### src/rtl/epag_pkg.sv
// Shared definitions for the element packing address generator.
package epag_pkg;
    // Arrangement policy codes as seen on the policy port.
    typedef enum logic [1:0] {
        POL_PAD = 2'b00,
        POL_CAT = 2'b01,
        POL_HYB = 2'b10,
        POL_RSV = 2'b11
    } pack_pol_e;
endpackage

### src/rtl/epag_origin.sv
// epag_origin: combinational start-point calculator.
// Given an element index, the policy and the two sizes, it returns the
// data set and bit offset where the element begins. Assumes the caller
// only uses the result when both sizes are non-zero; zero divisors are
// replaced by one so the arithmetic stays defined.
module epag_origin
    import epag_pkg::*;
#(
    parameter int IDX_W    = 16,
    parameter int MAX_BITS = 64,
    localparam int SZ_W    = $clog2(MAX_BITS + 1),
    localparam int SET_W   = IDX_W + SZ_W
) (
    input  logic [IDX_W-1:0] idx,
    input  pack_pol_e        pol,
    input  logic [SZ_W-1:0]  u,
    input  logic [SZ_W-1:0]  s,
    output logic [SET_W-1:0] first_set,
    output logic [SZ_W-1:0]  first_off
);
    logic [SET_W-1:0] u_w, s_w, idx_w;
    logic [SET_W-1:0] stride, pad_set;
    logic [SET_W-1:0] bit_addr, cat_set, cat_off;
    logic [SET_W-1:0] per, per_div, hyb_set, hyb_off;
    logic             u_gt_s;

    // Widen operands and guard divisors against zero.
    always_comb begin
        u_w    = (u == '0) ? SET_W'(1) : SET_W'(u);
        s_w    = (s == '0) ? SET_W'(1) : SET_W'(s);
        idx_w  = SET_W'(idx);
        u_gt_s = (u > s);
    end

    // Padded layout: whole-set stride per element.
    always_comb begin
        stride  = (u_w + s_w - SET_W'(1)) / s_w;
        pad_set = idx_w * stride;
    end

    // Packed layout: linear bit address split into set and offset.
    always_comb begin
        bit_addr = idx_w * u_w;
        cat_set  = bit_addr / s_w;
        cat_off  = bit_addr % s_w;
    end

    // Hybrid layout with small elements: p whole elements per set.
    always_comb begin
        per     = s_w / u_w;
        per_div = (per == '0) ? SET_W'(1) : per;
        hyb_set = idx_w / per_div;
        hyb_off = (idx_w % per_div) * u_w;
    end

    // Pick the start point for the requested policy.
    always_comb begin
        unique case (pol)
            POL_CAT: begin
                first_set = cat_set;
                first_off = SZ_W'(cat_off);
            end
            POL_HYB: begin
                first_set = u_gt_s ? pad_set : hyb_set;
                first_off = u_gt_s ? '0 : SZ_W'(hyb_off);
            end
            default: begin
                first_set = pad_set;
                first_off = '0;
            end
        endcase
    end
endmodule

### src/rtl/epag_walker.sv
// epag_walker: access sequencer shared by all policies.
// Starting from a loaded set and offset, it emits one access per cycle,
// each clipped to the set boundary and to the remaining element bits,
// until the whole element is covered. Assumes load only while idle and
// non-zero sizes at load time.
module epag_walker #(
    parameter int IDX_W    = 16,
    parameter int MAX_BITS = 64,
    localparam int SZ_W    = $clog2(MAX_BITS + 1),
    localparam int SET_W   = IDX_W + SZ_W
) (
    input  logic             clk,
    input  logic             rst_n,
    input  logic             load,
    input  logic [SET_W-1:0] first_set,
    input  logic [SZ_W-1:0]  first_off,
    input  logic [SZ_W-1:0]  u,
    input  logic [SZ_W-1:0]  s,
    output logic             busy,
    output logic [SET_W-1:0] cur_set,
    output logic [SZ_W-1:0]  cur_off,
    output logic [SZ_W-1:0]  count,
    output logic             last
);
    logic [SZ_W-1:0] rem;
    logic [SZ_W-1:0] s_lat;
    logic [SZ_W-1:0] room;

    // Bits available in this set versus bits still owed.
    always_comb begin
        room  = s_lat - cur_off;
        count = (rem < room) ? rem : room;
        last  = busy && (count == rem);
    end

    // Step through the spanned sets, one per clock.
    always_ff @(posedge clk) begin
        if (!rst_n) begin
            busy    <= 1'b0;
            cur_set <= '0;
            cur_off <= '0;
            rem     <= '0;
            s_lat   <= '0;
        end else if (load) begin
            busy    <= 1'b1;
            cur_set <= first_set;
            cur_off <= first_off;
            rem     <= u;
            s_lat   <= s;
        end else if (busy) begin
            if (last) begin
                busy <= 1'b0;
            end else begin
                cur_set <= cur_set + SET_W'(1);
                cur_off <= '0;
                rem     <= rem - count;
            end
        end
    end

    // every access is non-empty and ends inside its set.
    assert_fit_in_set_R4: assert property (@(posedge clk) disable iff (!rst_n)
        busy |-> (count != '0) && ({1'b0, cur_off} + {1'b0, count} <= {1'b0, s_lat}));

    // a non-final access is followed by the next set at offset zero.
    assert_advance_R11: assert property (@(posedge clk) disable iff (!rst_n)
        (busy && !last) |=> (busy && cur_off == '0 && cur_set == $past(cur_set) + SET_W'(1)));

    // the sequence ends right after the flagged access.
    assert_drop_after_last_R8: assert property (@(posedge clk) disable iff (!rst_n)
        (busy && last) |=> !busy);
endmodule

### src/rtl/elem_pack_addr_gen.sv
// elem_pack_addr_gen: top of the element packing address generator.
// Accepts a start pulse while idle, validates the sizes, derives the
// first access from the policy and walks the remaining accesses.
// Assumes sizes in 1..MAX_BITS; zero sizes are rejected with size_err.
module elem_pack_addr_gen
    import epag_pkg::*;
#(
    parameter int IDX_W    = 16,
    parameter int MAX_BITS = 64,
    localparam int SZ_W    = $clog2(MAX_BITS + 1),
    localparam int OFF_W   = $clog2(MAX_BITS),
    localparam int SET_W   = IDX_W + SZ_W
) (
    input  logic             clk,
    input  logic             rst_n,
    input  logic             start,
    input  logic [IDX_W-1:0] elem_idx,
    input  logic [1:0]       policy,
    input  logic [SZ_W-1:0]  elem_bits,
    input  logic [SZ_W-1:0]  set_bits,
    output logic             acc_valid,
    output logic [SET_W-1:0] acc_set,
    output logic [OFF_W-1:0] acc_offset,
    output logic [SZ_W-1:0]  acc_count,
    output logic             acc_last,
    output logic             busy,
    output logic             size_err
);
    logic             zero_size, accept, reject;
    logic [SET_W-1:0] o_set;
    logic [SZ_W-1:0]  o_off, w_off, w_cnt;
    logic             w_busy, w_last;
    pack_pol_e        pol;

    // Decode the start request.
    always_comb begin
        pol       = pack_pol_e'(policy);
        zero_size = (elem_bits == '0) || (set_bits == '0);
        accept    = start && !w_busy && !zero_size;
        reject    = start && !w_busy && zero_size;
    end

    epag_origin #(.IDX_W(IDX_W), .MAX_BITS(MAX_BITS)) u_origin (
        .idx       (elem_idx),
        .pol       (pol),
        .u         (elem_bits),
        .s         (set_bits),
        .first_set (o_set),
        .first_off (o_off)
    );

    epag_walker #(.IDX_W(IDX_W), .MAX_BITS(MAX_BITS)) u_walker (
        .clk       (clk),
        .rst_n     (rst_n),
        .load      (accept),
        .first_set (o_set),
        .first_off (o_off),
        .u         (elem_bits),
        .s         (set_bits),
        .busy      (w_busy),
        .cur_set   (acc_set),
        .cur_off   (w_off),
        .count     (w_cnt),
        .last      (w_last)
    );

    // Sticky size error, cleared by the next accepted start.
    always_ff @(posedge clk) begin
        if (!rst_n)      size_err <= 1'b0;
        else if (reject) size_err <= 1'b1;
        else if (accept) size_err <= 1'b0;
    end

    // Drive the access outputs from the walker.
    always_comb begin
        busy       = w_busy;
        acc_valid  = w_busy;
        acc_offset = OFF_W'(w_off);
        acc_count  = w_cnt;
        acc_last   = w_last;
    end

    // a sequence only begins after a start seen while idle.
    assert_launch_R9: assert property (@(posedge clk) disable iff (!rst_n)
        $rose(busy) |-> ($past(start) && !$past(busy)));

    // a zero size while idle flags an error and launches nothing.
    assert_zero_size_R10: assert property (@(posedge clk) disable iff (!rst_n)
        (start && !busy && (elem_bits == '0 || set_bits == '0)) |=> (size_err && !busy));
endmodule

### config.mk
export PLATFORM = sky130hd
export DESIGN_NAME = elem_pack_addr_gen
export DESIGN_NICKNAME = d
export VERILOG_FILES = /design/src/rtl/epag_pkg.sv /design/src/rtl/epag_origin.sv /design/src/rtl/epag_walker.sv /design/src/rtl/elem_pack_addr_gen.sv
export SDC_FILE = /design/constraint.sdc
export NUM_CORES = 2
export LEC_CHECK = 0
export CORE_ASPECT_RATIO = 1.2
export CORE_UTILIZATION = 60
export DETAILED_ROUTE_END_ITERATION = 7
export DONT_BUFFER_PORTS = 1
export PLACE_DENSITY = 0.77
export SLEW_MARGIN = 20
export SYNTH_ARGS = -nofsm -noshare
export SYNTH_HDL_FRONTEND = slang
export SYNTH_SLANG_ARGS = --single-unit
export TNS_END_PERCENT = 100
### constraint.sdc
create_clock -name clk -period 180.5 [get_ports clk]
set_input_delay 27.075 -clock clk [delete_from_list [all_inputs] [get_ports clk]]
set_output_delay 27.075 -clock clk [all_outputs]
set_load 0.05 [all_outputs]
* Word level (Yosys, flattened, before mapping)
Cells that the tools add are included.
** Word-level totals
- Latch bits :: 0
- Input bits :: 35
- RAM bits :: 0
- Output and inout port bits :: 40
- Register bits :: 46
- ROM bits :: 0
- Memories :: 0
** Cells by class
- Add/sub/neg operators :: 5
- Magnitude comparators :: 2
- Multiply operators :: 3
- Muxes and demuxes :: 22
- Eq/ne operators :: 4
- Bitwise gates (word level) :: 0
- Shift-type cells :: 0
- Reduce and logical (&&, ||, !) cells :: 13
- Div/mod/pow operators :: 6
** Operators with widths (number)
- $mux 23 :: 5
- $mux 7 :: 10
- $div 23x23->23 :: 3
- $mul 16x23->23 :: 2
- $pmux 23 s2 :: 1
- $add 23x1->23 const B :: 1
- $add 23x23->23 :: 1
- $div 16x23->23 :: 1
- $logic_not 23->1 :: 1
- $mod 16x23->23 :: 1
- $mod 23x23->23 :: 1
- $mul 23x23->7 :: 1
- $sub 23x1->23 const B :: 1
- $logic_not 7->1 :: 2
- $pmux 7 s2 :: 1
- $sub 7x7->7 :: 2
- $eq 7x7->1 :: 1
- $gt 7x7->1 :: 1
- $lt 7x7->1 :: 1
- $mux 1 :: 5
- $logic_and 1x1->1 :: 4
- $reduce_bool 2->1 :: 2
- $eq 2x1->1 const B :: 1
- $eq 2x2->1 const B :: 1
- 4 further kinds :: 5

* Longest topological paths before layout
- Word-level depth :: 10
- Mapped depth :: 658

* Cells and area by module
A second synthesis with hierarchy kept.
** Second synthesis, totals
- Cells, all modules :: 7880
- Area total of the unflattened synthesis :: 56823.2 um^2
** By module, submodules not included
- epag_origin :: times used 1, cells an instance 7461, area each 53501.3 um^2, sequential area each 0.0 um^2
- epag_walker :: times used 1, cells an instance 410, area each 3231.8 um^2, sequential area each 900.9 um^2
- elem_pack_addr_gen :: times used 1, cells an instance 9, area each 90.1 um^2, sequential area each 20.0 um^2

* Worst setup path before layout
Ideal clock, no wire load.
- Path kind :: input to register
- From :: input port elem_bits[3]
- To :: register u_walker.cur_off[6]
- Required time :: 180377 ps
- Path slack :: 33224 ps
- Data arrival time :: 147153 ps
- Stages on the path :: 639
- Buffers on the path :: 42
- Cells stage by stage :: nor4_2 -> nand2_1 -> nand2_1 -> inv_2 -> clkbuf_1 -> ha_1 -> o21ai_0 -> nand2b_1 -> nand3_1 -> nor2_1 -> ha_1 -> o21a_1 -> o21a_1 -> o21ai_0 -> nor2_1 -> ha_1 -> or3_1 -> o2111ai_2 -> [603 not listed] -> o21ai_0 -> nand2_1 -> fa_1 -> inv_1 -> ha_1 -> inv_1 -> fa_1 -> inv_1 -> fa_1 -> ha_1 -> a21oi_1 -> xnor2_1 -> xnor2_1 -> xnor2_1 -> xnor2_1 -> xnor2_1 -> a22oi_1 -> o21ai_1
** Between the ends
- Cells in the longest elaborated chain, start to end :: 10
** RTL lines
- start, declared :: line elem_pack_addr_gen.sv:19 : input logic [SZ_W-1:0] elem_bits,
- $logic_not 7->1 :: line epag_origin.sv:29, elem_pack_addr_gen.sv:38
- $mux 7 :: line epag_origin.sv:29 : u_w = (u == '0) ? SET_W'(1) : SET_W'(u);
- $div 23x23->23 :: line epag_origin.sv:50 : per = s_w / u_w;
- $logic_not 23->1 :: line epag_origin.sv:51 : per_div = (per == '0) ? SET_W'(1) : per;
- $mux 23 :: line epag_origin.sv:51
- $mod 16x23->23 :: line epag_origin.sv:53 : hyb_off = (idx_w % per_div) * u_w;
- $mul 23x23->7 :: line epag_origin.sv:53
- $mux 7 :: line epag_origin.sv:65 : first_off = u_gt_s ? '0 : SZ_W'(hyb_off);
- $pmux 7 s2 :: line epag_origin.sv:58 : unique case (pol)
- $mux 7 :: line epag_walker.sv:44 : end else if (load) begin
- end signal, assigned :: line epag_walker.sv:47 : cur_off <= first_off;
- end, declared :: line epag_walker.sv:21 : output logic [SZ_W-1:0] cur_off,
Parallel ways exist; a longest one is shown, timed or not.
A chain may end at the register's enable or synchronous reset.

* Worst setup path after layout
- From :: input port elem_bits[4]
- To :: register u_walker.cur_off[6]
Same word-level chain as after synthesis.

==> results.md <==
* Worst slew pin tran at 1.20 ns
* Initial Utilization at 60.4%
* Initial antenna violation count at 7
* Share of layout cells above drive strength 1 at 6.53%
* Worst-path maximum fanout at 40
* Number of synthesized flops with an enable pin at 0
* Fmax at 6.45 MHz
* Synth top area cells: ha_1, fa_1, o21a_1
* Final instance area at 0.0572 mm²
* Yosys reg bits at 46
* Hold Crit Endpoint: u_walker.s_lat[4]
* Hold/Removal Path Class: flop to flop
* Crit share post-route at 85.8%
* Cell mode on critical path: o21a_1
* First-pass GRT wire length at 294 mm
* # IOs at 75
* Synth top area share at 19.2%
* Top_reg_cell synth: dfxtp_1
* Main combinational cell family by area after synthesis: adder cells
* Vias per cell at 6.64
* Dpl hpwl at 151 mm
* Die width at 280 µm
* Slowest stage delay, CP at 0.77 ns
* Max Cap Viol at 0
* CTS tree: yes
* Yosys warns at 0
* Iter 0 DRT Violations at 4414
* WP data arrival at 155.13 ns
* Total congestion overflow at 0
* Die height at 336 µm
* GPL Wtd Cong at 1.03
* Final setup violation count at 0
* Most instantiated library cell after synthesis: ha_1
* Clk root buf: clkbuf_16
* Xor/xnor share of the synthesized area at 5.70%
* Synthesized area at 0.0556 mm²
* CTS Buf Count at 5
* Drt pass-1 iters at 6
* Worst hold stages at 2
* Fin nets at 8721
* Post-synthesis adder-cell area fraction at 28.6%
* Count of final hold-check violations at 0
* Postcts setup bufs at 0
* WL per Instance at 21.2 µm
* Cts hold-fix bufs at 0
* PortBufs at 0
* P&R area growth vs syn at 2.81%
* Final TNS setup at 0 ns
* # H-tree levels at 2
* Clk sink count at 46
* Die area at 0.0940 mm²
* Critical-path top delay cell: or4_1
* FP Rows at 122
* Pin count of the biggest net entering global routing at 47
* Gr usage total at 38.6%
* CP Launch Type: input port
* Status: finished, final reports clean
* Clk pin slew, worst setup/hold paths at 0.09 ns
* Crit path time final at 154.93 ns
* Crit path required time at 180.70 ns
* Worst-case reg-to-reg path depth at 21
* Clock skew at 0.0204 ns
* Post-synth top area cell: ha_1
* Core area at 0.0920 mm²
* Max transition margin at 19.6%
* Total number of vias at 58.5k
* Mux contribution to synthesized area at 4.98%
* CP Capture Type: flop
* Hold_sp: u_walker.s_lat[4]
* Post-synth top cells: ha_1, nand2_1, nor2_1, inv_1, nor3_1
* Remaining DRCs at 0
* Compound-gate portion of the synthesized area at 27.8%
* Post-CTS sizing at 0
* Vias in the first global route at 55.8k
* Internal reg-to-reg setup slack at 173.91 ns
* Count of final max-slew check failures at 0
* RR Endpoint: u_walker.cur_set[0]
* Syn Inst Count at 7709
* Clock Path Buffers at 2
* Placed cell area at 0.0570 mm²
* Sequential fraction of the synthesis area at 1.66%
* Clock Latency Late Sink at 0.32 ns
* Async SR Flop Fraction at 0%
* Simple-gate share of the synthesized area at 25.9%
* RSZ-0062 raised after global routing: no
* Synth unique cells at 138
* Crit Path Class: input port to flop
* Total Wirelength at 187 mm
* Antenna-violating nets left at 0
* Mean Syn Cell Area at 7.22 µm²
* FF-to-FF Start: u_walker.cur_off[0]
-- registers in the layout, indices dropped and copies added, names as in the netlist --
name              flops
u_walker.s_lat        7
u_walker.cur_off      7
u_walker.cur_set     23
u_walker.rem          7
u_walker.busy         1
size_err              1
-- critical path, delay by kind of cell --
kind | cells | cell delay [ns]
xor gates and xnor gates | 5 | 0.69
and+or+nand+nor | 163 | 28.73
buffers and inverters | 61 | 13.70
muxes | 4 | 1.52
adders and majority gates | 48 | 14.98
AOI/OAI and AO/OA | 341 | 67.92
-- layout by cell type (no fill, tap or decap), types with 32 or more instances in the layout --
cell type	netlist	layout
fa_1	259	259
nand4_1	72	72
nand3_1	130	130
mux2_2	156	156
mux2i_1	78	77
a21oi_1	403	401
nor4_1	43	42
a211oi_1	64	63
inv_1	498	493
nor3_1	459	459
dfxtp_1	46	45
a31oi_1	62	62
o21ai_0	353	349
o21a_1	437	437
and3_1	50	50
xnor2_1	231	231
nor2b_1	137	137
nand2b_1	122	122
a21o_1	105	105
buf_4	14	93
and2_1	150	150
nor2_1	675	673
or2_2	69	69
ha_1	852	852
o21bai_1	33	32
o31ai_1	212	212
nand2_1	807	807
xor2_1	131	131
o211ai_1	55	55
or3_1	79	79
-- per-stage QoR --
step / utilization (%) / hold WS [ns] / worst slack, ns / cells
after floorplan: - / 0.440 / 33.22 / 7731
after global placement: 62.0 / 0.453 / 31.11 / 8808
after detailed placement: 62.0 / 0.456 / 27.40 / 8808
after CTS: 62.1 / 0.466 / 27.18 / 8816
after global routing: 62.1 / 0.486 / 15.40 / 8818
final: 62.1 / 0.463 / 25.57 / 8818
-- how the worst max path moves through the flow --
stage,end,from,cells past startpoint
finish,u_walker.cur_off[6],elem_bits[4],622
global placement,u_walker.cur_off[6],elem_bits[3],625
CTS,u_walker.cur_off[6],elem_bits[3],621
floorplan,u_walker.cur_off[6],elem_bits[3],639
detailed placement,u_walker.cur_off[6],elem_bits[3],622
global route,u_walker.cur_off[6],elem_bits[3],627
-- kinds of logic after synthesis --
kind of cell             count (synthesis)
adder cells (fa/ha/maj)               1115
AND/OR/NAND/NOR                       2944
flip-flops                              46
buffers and inverters                  769
multiplexers                           250
XOR/XNOR                               362
other                                    2
AO/OA/AOI/OAI                         2221
-- per-layer routing --
metal	GRT usage, %	vias up	share of wire, %
li1	-	27931	-
met1	45.3	27638	39
met2	63.0	2336	44
met3	9.64	625	9.7
met4	23.9	10	7.2
met5	0	-	0.038
-- final cells by class --
type,instances,area (µm²)
diodes,2,5.00
clock inverters,3,43.8
repair buffers,93,698
multi-input cells,6916,51900
well taps,1240,1550
flip-flops and latches,46,922
inverters,513,1930
fillers,8500,34800
clock buffers,5,125
Power is left out: the tool's default activity adds up to more than one toggle a clock period on the data nets, which glitch-free logic cannot reach.
